### config.mk
export PLATFORM = sky130hd
export DESIGN_NAME = dispbuf_entry_ctrl
export DESIGN_NICKNAME = d
export VERILOG_FILES = /design/src/rtl/dispbuf_pkg.sv /design/src/rtl/dispbuf_ptr.sv /design/src/rtl/dispbuf_cells.sv /design/src/rtl/dispbuf_entry_ctrl.sv
export SDC_FILE = /design/constraint.sdc
export NUM_CORES = 1
export LEC_CHECK = 0
export BUFFER_PORTS_ARGS = -buffer_cell sky130_fd_sc_hd__buf_2
export CAP_MARGIN = 20
export CELL_PAD_IN_SITES_DETAIL_PLACEMENT = 2
export CELL_PAD_IN_SITES_GLOBAL_PLACEMENT = 2
export CORE_MARGIN = 10
export CORE_UTILIZATION = 33
export CTS_BUF_LIST = sky130_fd_sc_hd__clkbuf_8
export DETAILED_ROUTE_END_ITERATION = 16
export GPL_TIMING_DRIVEN = 0
export PLACE_DENSITY = 0.76
export SLEW_MARGIN = 20
export SYNTH_ARGS = -nofsm -noshare
export SYNTH_HDL_FRONTEND = slang
export SYNTH_SLANG_ARGS = --single-unit
### constraint.sdc
create_clock -name clk -period 3.05 [get_ports clk]
set_input_delay 0.4575 -clock clk [delete_from_list [all_inputs] [get_ports clk]]
set_output_delay 0.4575 -clock clk [all_outputs]
set_load 0.03 [all_outputs]
### src/rtl/dispbuf_pkg.sv
package dispbuf_pkg;
  typedef enum logic {
    ENTRY_LEFT  = 1'b0,
    ENTRY_RIGHT = 1'b1
  } entry_mode_e;
endpackage

### src/rtl/dispbuf_ptr.sv
module dispbuf_ptr #(
  parameter int DEPTH = 16,
  localparam int AW = $clog2(DEPTH)
) (
  input  logic          clk,
  input  logic          rst,
  input  logic          clr,
  input  logic          mode_chg,
  input  logic          adv,
  output logic [AW-1:0] ptr_q,
  output logic [AW-1:0] ptr_eff
);
  localparam logic [AW-1:0] LAST = AW'(DEPTH - 1);

  // a mode change restarts entry at the first slot in the same cycle
  assign ptr_eff = mode_chg ? '0 : ptr_q;

  always_ff @(posedge clk) begin
    if (rst || clr) begin
      ptr_q <= '0;
    end else if (adv) begin
      ptr_q <= (ptr_eff == LAST) ? '0 : ptr_eff + 1'b1;
    end else if (mode_chg) begin
      ptr_q <= '0;
    end
  end
endmodule

### src/rtl/dispbuf_cells.sv
module dispbuf_cells #(
  parameter int DEPTH = 16,
  parameter int CW = 8,
  parameter logic [CW-1:0] BLANK = 8'h20,
  localparam int AW = $clog2(DEPTH)
) (
  input  logic                      clk,
  input  logic                      rst,
  input  logic                      clr,
  input  logic                      wr_left,
  input  logic                      wr_right,
  input  logic [AW-1:0]             wr_idx,
  input  logic [CW-1:0]             wr_char,
  output logic [DEPTH-1:0][CW-1:0]  cells
);
  for (genvar i = 0; i < DEPTH; i++) begin : g_cell
    logic [CW-1:0] shift_in;
    if (i == DEPTH - 1) begin : g_tail
      assign shift_in = wr_char;
    end else begin : g_body
      assign shift_in = cells[i+1];
    end

    always_ff @(posedge clk) begin
      if (rst || clr) begin
        cells[i] <= BLANK;
      end else if (wr_right) begin
        cells[i] <= shift_in;
      end else if (wr_left && (wr_idx == AW'(i))) begin
        cells[i] <= wr_char;
      end
    end
  end
endmodule

### src/rtl/dispbuf_entry_ctrl.sv
module dispbuf_entry_ctrl #(
  parameter int DEPTH = 16,
  parameter int CW = 8,
  parameter logic [CW-1:0] BLANK = 8'h20,
  localparam int AW = $clog2(DEPTH)
) (
  input  logic          clk,
  input  logic          rst,
  input  logic          wr_en,
  input  logic [CW-1:0] wr_char,
  input  logic          mode_right,
  input  logic          clr,
  input  logic [AW-1:0] rd_addr,
  output logic [CW-1:0] rd_char
);
  import dispbuf_pkg::*;

  entry_mode_e              mode_q;
  logic                     mode_chg;
  logic                     wr_left;
  logic                     wr_right;
  logic [AW-1:0]            ptr_q;
  logic [AW-1:0]            ptr_eff;
  logic [DEPTH-1:0][CW-1:0] cells;

  always_ff @(posedge clk) begin
    if (rst) mode_q <= ENTRY_LEFT;
    else     mode_q <= entry_mode_e'(mode_right);
  end

  assign mode_chg = (entry_mode_e'(mode_right) != mode_q);
  assign wr_left  = wr_en && !clr && (entry_mode_e'(mode_right) == ENTRY_LEFT);
  assign wr_right = wr_en && !clr && (entry_mode_e'(mode_right) == ENTRY_RIGHT);

  dispbuf_ptr #(.DEPTH(DEPTH)) u_ptr (
    .clk      (clk),
    .rst      (rst),
    .clr      (clr),
    .mode_chg (mode_chg),
    .adv      (wr_left),
    .ptr_q    (ptr_q),
    .ptr_eff  (ptr_eff)
  );

  dispbuf_cells #(.DEPTH(DEPTH), .CW(CW), .BLANK(BLANK)) u_cells (
    .clk      (clk),
    .rst      (rst),
    .clr      (clr),
    .wr_left  (wr_left),
    .wr_right (wr_right),
    .wr_idx   (ptr_eff),
    .wr_char  (wr_char),
    .cells    (cells)
  );

  assign rd_char = cells[rd_addr];
endmodule

==> impl_metrics.ini, run 1 <==
[sta]
tightest_slew_ns = 0.881
timing.fmax_mhz = 341
fin_crit_sh_pct = 96.1
rsz0062_at_grt = no
finalHoldViolations = 0
slew_headroom_pct = 41.3
finalWorstSetupSlack_ns = 0.120
fin_worst_skew_ns = 0.0129
setup_violations = 0
period_needed_ns = 2.93
slew_violations = 0
worst_hold_slack_ns = 0.159
setup_tns_ns = 0

[yosys]
async_flop_share_pct = 0
postSynthCellCount = 745
synth_edf_count = 0
ys_types = 54
synth_fp_nets = 766
synth_area_sq_um = 7120
synth.avg_cell_area_sq_um = 9.56
yosysSeqAreaShare_pct = 37.4
ys_warn_count = 0
synth-seq-cells = 133
synthFlopType = dfxtp_1

[clock_network]
clk_pin_slew_ns = 0.09
clk_latency_ns = 0.46
cts_tree = built
cts_buffers = 17
cts_max_path_buffers = 2
clkSinkCount = 133
cts.hold.buffers_added = 0
cts_root_buf = clkbuf_8
htreeDepth = 4

[die]
initial_utilization_pct = 33.7
ios = 25
die_y_um = 167
die_area_sq_um = 27900
die_x_um = 167
core_area_sq_um = 21200
num_rows = 53

[critical_path]
r2r-end = u_cells.g_cell[14].shift_in[2]$_SDFFE_PP0P_
cp_data_arrival_time_ns = 2.47
critPathLaunchType = primary input
crit_path_end_kind = primary output
worstReg2RegStart = mode_q$_SDFF_PP0_
critPathKind = primary input to primary output
worstRegToRegCells = 8
cp_max_fo = 10
ff2ff_setup_slack_ns = 0.40
cp.required_ns = 2.59

[drt]
wl_um = 26000
met1Wirelength_um = 11700
drtIter0Drc = 317
num_vias = 6156
routed_via_density = 5.77
dr_wl_met2_um = 13000
wl_per_cell_um = 24.4
drt_first_pass_iters = 5
ant_nets = 0
drc = 0
topRoutingLayerUsed = met4
wl_met3_um = 682

[final_layout]
area_growth_syn_to_layout_pct = 12.8
num_antenna_cells = 0
layout-drive-gt1-share_pct = 20.4
num-nets-final = 799
fillCellCount = 2303

[global_route]
grt.overflow.total = 0
grt_pass1_vias = 6880
grt_max_degree = 17
grt_pass1_wl_um = 41400
grtUsageTotal_pct = 18.6
antenna_found_initial = 0

[power_and_ir_drop]
power_per_cell_area_nw_per_um2 = 513
peakVddDrop_v = 0.000270
power_leakage_uw = 0.00301

[job]
drv_cap = 0

[run_status]
status = completed

[place]
place.gp.congestion = 0.825
portBuffers = 14
dp_hpwl_um = 19000
dp_slack_ns = -0.0753

[worst_hold_path]
hold_end = mode_q$_SDFF_PP0_
hold_depth = 2
hold_class = primary input to register
hp-start = rst
-- sequential cells by signal, indices dropped and copies added, names as in the netlist --
signal and cells:
u_ptr.ptr_q 4, u_cells.g_cell.shift_in 120, u_cells.cells 8, mode_q 1
-- worst max-delay path, cell delays in order --
cell and delay, ns:
buf_2 0.20, buf_2 0.37, buf_2 0.40, mux4_2 0.36
a22oi_1 0.39, nand2_1 0.09, buf_2 0.20
-- logic make-up after synthesis --
| logic type | Yosys count | share of synthesized area [%] |
|---|---|---|
| mux | 97 | 19.3 |
| simple gates | 150 | 11.0 |
| xor+xnor | 2 | 0.246 |
| flops | 133 | 37.4 |
| fa+ha+maj | 4 | 0.703 |
| buf+inv | 88 | 7.38 |
| compound gates | 271 | 24.0 |
-- how the worst max path moves through the flow --
stage | cells after the start | startpoint | slack, ns | to
global placement | 10 | mode_right | 0.07 | u_cells.g_cell[14].shift_in[4]$_SDFFE_PP0P_
global route | 7 | rd_addr[1] | 0.04 | rd_char[7]
floorplan | 5 | rd_addr[0] | 0.79 | rd_char[1]
detailed placement | 10 | mode_right | -0.08 | u_cells.g_cell[14].shift_in[4]$_SDFFE_PP0P_
CTS | 7 | rd_addr[1] | 0.09 | rd_char[7]
finish | 7 | rd_addr[1] | 0.12 | rd_char[7]
-- repair_timing --
action	in CTS	in global routing
endpoints found under the setup margin	0	11
resized for setup	0	2
setup buffers	0	0
-- area by class of cell --
type | count | area [sq um] | area share (%)
Clock buffer | 17 | 234 | 2.91
Inverter | 3 | 11.3 | 0.140
Tap cell | 275 | 344 | 4.29
Multi-Input combinational cell | 524 | 3940 | 49.1
Clock inverter | 15 | 250 | 3.12
Buffer | 85 | 517 | 6.44
Timing Repair Buffer | 14 | 70.1 | 0.873
Sequential cell | 133 | 2660 | 33.2
-- power by group --
group          internal, uW  leakage (uW)  switching, uW  total (uW)
combinational           147       0.00169            300         447
clock                  1060      0.000241            811        1870
sequential             1770       0.00108           28.6        1800
-- per-layer routing --
layer  track usage [%]  up-vias
met4              6.87        0
li1                  -     2841
met5                 0        -
met2              32.1       92
met1              22.5     3184
met3              3.20       39
-- cells in the final DEF, fill, tap and decap left out, types with 6 or more instances in the layout --
cell       count
dfxtp_1      133
a21oi_1      116
o21ai_0       65
mux2i_1       64
nor2_1        46
buf_2         44
a211oi_1      41
mux4_2        32
nand3_1       29
nand2_1       22
clkbuf_1      21
clkbuf_8      17
a22oi_1       16
nor3_1        16
buf_6         11
and2_1        10
o31ai_1        8
nor2b_1        7
buf_1          7
clkbuf_2       7
o31ai_2        6
bufinv_16      6
-- synth_stat cells, types with 10 or more instances --
master    number  area share (%)
a211oi_1      41             4.3
buf_2         31             2.2
a22oi_1       16             1.7
mux4_2        32              10
mux2i_1       64             9.0
nand2_1       22             1.2
o21ai_0       65             4.6
nor3_1        16             1.1
and2_1        10            0.88
nand3_1       29             2.0
buf_6         11             1.7
clkbuf_1      21             1.1
a21oi_1      116             8.2
nor2_1        46             2.4
dfxtp_1      133              37
-- stage by stage --
| step | utilization, % | total power, uW | instance area (sq um) | std cells |
|---|---|---|---|---|
| after global routing | 38.0 | 4270 | 8030 | 1066 |
| after global placement | 35.6 | 2260 | 7530 | 1034 |
| after CTS | 37.9 | 4140 | 8020 | 1066 |
| after floorplan | - | 2130 | 7120 | 745 |
| after detailed placement | 35.6 | 2280 | 7530 | 1034 |
| final | 38.0 | 4120 | 8030 | 1066 |
(Power assumes the default switching activity.)
==> run 2, diff against run 1 <==
- BUFFER_PORTS_ARGS: -buffer_cell sky130_fd_sc_hd__buf_2 -> -buffer_cell sky130_fd_sc_hd__clkbuf_2
==> run 2 against run 1 <==
Combinational power barely moved. Total power fell by 7.2%. Core utilization fell by 0.37 points. Fmax fell by 0.51%. Clock power fell by 16%. Final area fell by 0.97%. Count of clock-buffer cells in the layout rose by 3. Via count fell by 0.15%. Flip-flop and latch count did not move. Critical endpoint unchanged. Highest routed layer unchanged.
==> impl_metrics.ini, run 2 (same netlist as run 1, synthesis figures left out) <==
[drt]
wl_um = 25800
num_vias = 6147
drt_first_pass_iters = 5
routed_via_density = 5.77
drc = 0
drtIter0Drc = 370
ant_nets = 0
wl_per_cell_um = 24.2

[die]
num_rows = 53
core_area_sq_um = 21200
ios = 25
die_area_sq_um = 27900
initial_utilization_pct = 33.7
die_y_um = 167
die_x_um = 167

[global_route]
grt_max_degree = 17
grtUsageTotal_pct = 18.3
grt_pass1_wl_um = 41000
grt_pass1_vias = 6956
grt.overflow.total = 0
antenna_found_initial = 0

[critical_path]
cp_data_arrival_time_ns = 2.49
cp_cell_sequence = buf_2 > buf_2 > clkbuf_4 > mux4_2 > a22oi_1 > nand2_1 > clkbuf_2
critPathLaunchType = primary input
cpMaxStageDelayCell = a22oi_1
crit_top_cell = buf_2
crit_family = buffers and inverters
cp.required_ns = 2.59
crit_buf_inv = 4
cpPeakStageDelay_ns = 0.42
crit_path_end_kind = primary output
critPathKind = primary input to primary output
cp_max_fo = 10

[final_layout]
layout-drive-gt1-share_pct = 20.2
area_growth_syn_to_layout_pct = 11.7
layout_commonest_cell = dfxtp_1
fin_area_sq_um = 7950
layout_common_cells = dfxtp_1 (133), a21oi_1 (116), o21ai_0 (65), mux2i_1 (64), nor2_1 (46)
fin_util_pct = 37.6
num_antenna_cells = 0
stdcell_count = 1066
fillCellCount = 2282
largest_reg_flops = 120
num-nets-final = 799

[sta]
finalHoldViolations = 0
rsz0062_at_grt = no
setup_violations = 0
worst_hold_slack_ns = 0.180
fin_crit_sh_pct = 96.5
slew_violations = 0
fin_worst_skew_ns = 0.0102
period_needed_ns = 2.94
tightest_slew_ns = 0.789
slew_headroom_pct = 47.4
timing.fmax_mhz = 340
finalWorstSetupSlack_ns = 0.105

[place]
portBuffers = 14
dp_hpwl_um = 19100
dp_slack_ns = -0.114
placed_cell_area_sq_um = 7530
placedCellCount = 1034
place.gp.congestion = 0.821

[job]
drv_cap = 0

[clock_network]
cts.hold.buffers_added = 0
cts_max_path_buffers = 2
cts_buffers = 17
htreeDepth = 4
cts_root_buf = clkbuf_8
clkSinkCount = 133
cts_tree = built
clk_latency_ns = 0.47
clk_pin_slew_ns = 0.08

[worst_hold_path]
hold_class = primary input to register

[power_and_ir_drop]
power_leakage_uw = 0.00296
power_per_cell_area_nw_per_um2 = 481
peakVddDrop_v = 0.000246

[run_status]
status = completed
[run 2: per-layer routing]
layer	routed length (um)	global-route usage, %	share of wire [%]
met1	11300	21.8	44
met2	13200	32.6	51
met3	805	3.65	3.1
met4	442	5.04	1.7
met5	0	0	0
[run 2: worst reg2reg max path, stage by stage, from the launching register on]
cell and delay, ns:
dfxtp_1 0.34, xnor2_2 0.35, nand2_1 0.17, inv_1 0.13, ha_1 0.21, nor2b_1 0.43, a41o_1 0.46, buf_2 0.30
nand3_1 0.10, o21ai_0 0.11
[run 2: final timing paths]
path / from / endpoint / slack, ns / depth (start not counted)
min: rst / mode_q$_SDFF_PP0_ / 0.18 / 2
min reg2reg: u_cells.g_cell[14].shift_in[6]$_SDFFE_PP0P_ / u_cells.g_cell[14].shift_in[6]$_SDFFE_PP0P_ / 0.49 / 2
max: rd_addr[1] / rd_char[7] / 0.11 / 7
max reg2reg: mode_q$_SDFF_PP0_ / u_cells.g_cell[14].shift_in[4]$_SDFFE_PP0P_ / 0.39 / 9
[run 2: repair_timing]
action,CTS,global route
setup buffers,0,0
setup endpoints to repair,0,4
gates resized for setup,0,3
[run 2: layout make-up]
cell class | count | area (sq um) | area share, %
clock buffer | 20 | 275 | 3.46
sequential | 133 | 2660 | 33.5
clock inverter | 12 | 129 | 1.62
tap | 275 | 344 | 4.33
multi-input combinational | 524 | 3940 | 49.6
buffer | 85 | 519 | 6.53
inverter | 3 | 11.3 | 0.142
timing repair buffer | 14 | 70.1 | 0.881
[run 2: through the flow]
step           power [uW]  setup TNS (ns)
2_1_floorplan        2130               0
3_3_place_gp         2260               0
3_5_place_dp         2280          -0.614
4_1_cts              3830               0
5_1_grt              3960               0
6_report             3830               0
[run 2: where the power goes]
part | switching (uW) | internal [uW] | total, uW
clock network | 792 | 788 | 1580
logic | 299 | 147 | 446
registers | 28.5 | 1770 | 1800
==> run 3, diff against run 2 <==
- SETUP_SLACK_MARGIN: not set -> 0.15
==> run 3 against run 2 <==
Worst setup slack better by 0.13 ns. Via count up 0.26%. Hold slack better by 0.0011 ns. Count of clock-buffer cells in the layout unchanged. Critical path type unchanged. Critical endpoint unchanged.
==> impl_metrics.ini, run 3 (same netlist as run 1, synthesis figures left out) <==
[drt]
drtIter0Drc = 360
drt_first_pass_iters = 5
ant_nets = 0
wl_per_cell_um = 24.2
wl_um = 25800
num_vias = 6163
routed_via_density = 5.78
drc = 0

[final_layout]
num-nets-final = 799
area_growth_syn_to_layout_pct = 11.7
largest_reg_flops = 120
layout_common_cells = dfxtp_1 (133), a21oi_1 (116), o21ai_0 (65), mux2i_1 (64), nor2_1 (46)
layout-drive-gt1-share_pct = 20.2
num_antenna_cells = 0
layout_commonest_cell = dfxtp_1

[place]
dp_hpwl_um = 19100
dp_slack_ns = -0.114
place.gp.congestion = 0.821
portBuffers = 14

[run_status]
status = completed

[power_and_ir_drop]
p_int_uw = 2710
power_leakage_uw = 0.00296
p_clk_share_pct = 41.2
peakVddDrop_v = 0.000249
switching_power_uw = 1110
p_sw_share_pct = 29.1
power_per_cell_area_nw_per_um2 = 480
pwr-share-seq_pct = 47.1
pwr-share-comb_pct = 11.7

[die]
die_x_um = 167
ios = 25
initial_utilization_pct = 33.7
die_area_sq_um = 27900
core_area_sq_um = 21200
die_y_um = 167
num_rows = 53

[global_route]
grt.overflow.total = 0
grt_pass1_wl_um = 41000
grt_pass1_vias = 6954
grtUsageTotal_pct = 18.4
antenna_found_initial = 0
grt_max_degree = 17

[critical_path]
cp.required_ns = 2.59
critPathKind = primary input to primary output
crit_path_end_kind = primary output
cp_max_fo = 10
critPathLaunchType = primary input
cp_data_arrival_time_ns = 2.36

[sta]
finalWorstSetupSlack_ns = 0.232
finalHoldViolations = 0
slew_violations = 0
timing.fmax_mhz = 355
fin_crit_sh_pct = 92.4
worst_hold_slack_ns = 0.181
fin_worst_skew_ns = 0.00931
setup_violations = 0
tightest_slew_ns = 0.788
rsz0062_at_grt = no
slew_headroom_pct = 47.5
period_needed_ns = 2.82

[clock_network]
clkSinkCount = 133
cts_buffers = 17
cts.hold.buffers_added = 0
htreeDepth = 4
cts_tree = built
clk_latency_ns = 0.47
cts_root_buf = clkbuf_8
cts_setup_buffers = 0
cts_max_path_buffers = 2
clk_pin_slew_ns = 0.08

[job]
drv_cap = 0

[worst_hold_path]
hold_class = primary input to register
run 3: metal layers:
| layer | vias up | part of all wire [%] | GRT usage, % |
|---|---|---|---|
| met2 | 128 | 51 | 32.7 |
| met5 | - | 0 | 0 |
| met1 | 3149 | 44 | 21.8 |
| met3 | 37 | 3.4 | 3.65 |
| li1 | 2849 | - | - |
| met4 | 0 | 1.8 | 4.96 |
run 3: stage by stage:
stage	instance area [sq um]	utilization [%]	cells	power, uW	setup TNS (ns)
finish	7960	37.6	1066	3820	0
global route	7960	37.6	1066	3960	0
CTS	7950	37.6	1066	3830	0
detailed placement	7530	35.6	1034	2280	-0.614
global placement	7530	35.6	1034	2260	0
floorplan	7120	-	745	2130	0
run 3: layout make-up:
class / instances / area, sq um
Clock buffer: 20 / 275
Multi-Input combinational cell: 524 / 3940
Sequential cell: 133 / 2660
Fill cell: 2283 / 13200
Inverter: 3 / 11.3
Clock inverter: 12 / 129
Tap cell: 275 / 344
Timing Repair Buffer: 14 / 70.1
Buffer: 85 / 524
run 3: power groups by stage:
stage	registers [uW]	logic [uW]	clock network, uW
CTS	1800	448	1590
detailed placement	1840	442	0
floorplan	1830	304	0
global route	1800	489	1670
finish	1800	447	1570
global placement	1830	422	0
run 3: worst paths after layout:
check / startpoint / endpoint / slack (ns) / cells after the start
worst max-delay path: rd_addr[1] / rd_char[7] / 0.23 / 7
worst min-delay path: rst / mode_q$_SDFF_PP0_ / 0.18 / 2
worst max register to register: mode_q$_SDFF_PP0_ / u_cells.g_cell[14].shift_in[4]$_SDFFE_PP0P_ / 0.38 / 9
worst min register to register: u_cells.g_cell[14].shift_in[6]$_SDFFE_PP0P_ / u_cells.g_cell[14].shift_in[6]$_SDFFE_PP0P_ / 0.48 / 2
run 3: critical path, stage by stage:
cell and delay (ns):
buf_2 0.18, clkbuf_4 0.32, buf_4 0.29, mux4_2 0.34
a22oi_1 0.43, nand2_1 0.11, clkbuf_2 0.21
run 3: timing repair:
item	4_1_cts	5_1_grt
gates cloned	0	0
gates resized for setup	2	3
setup endpoints to repair	7	5
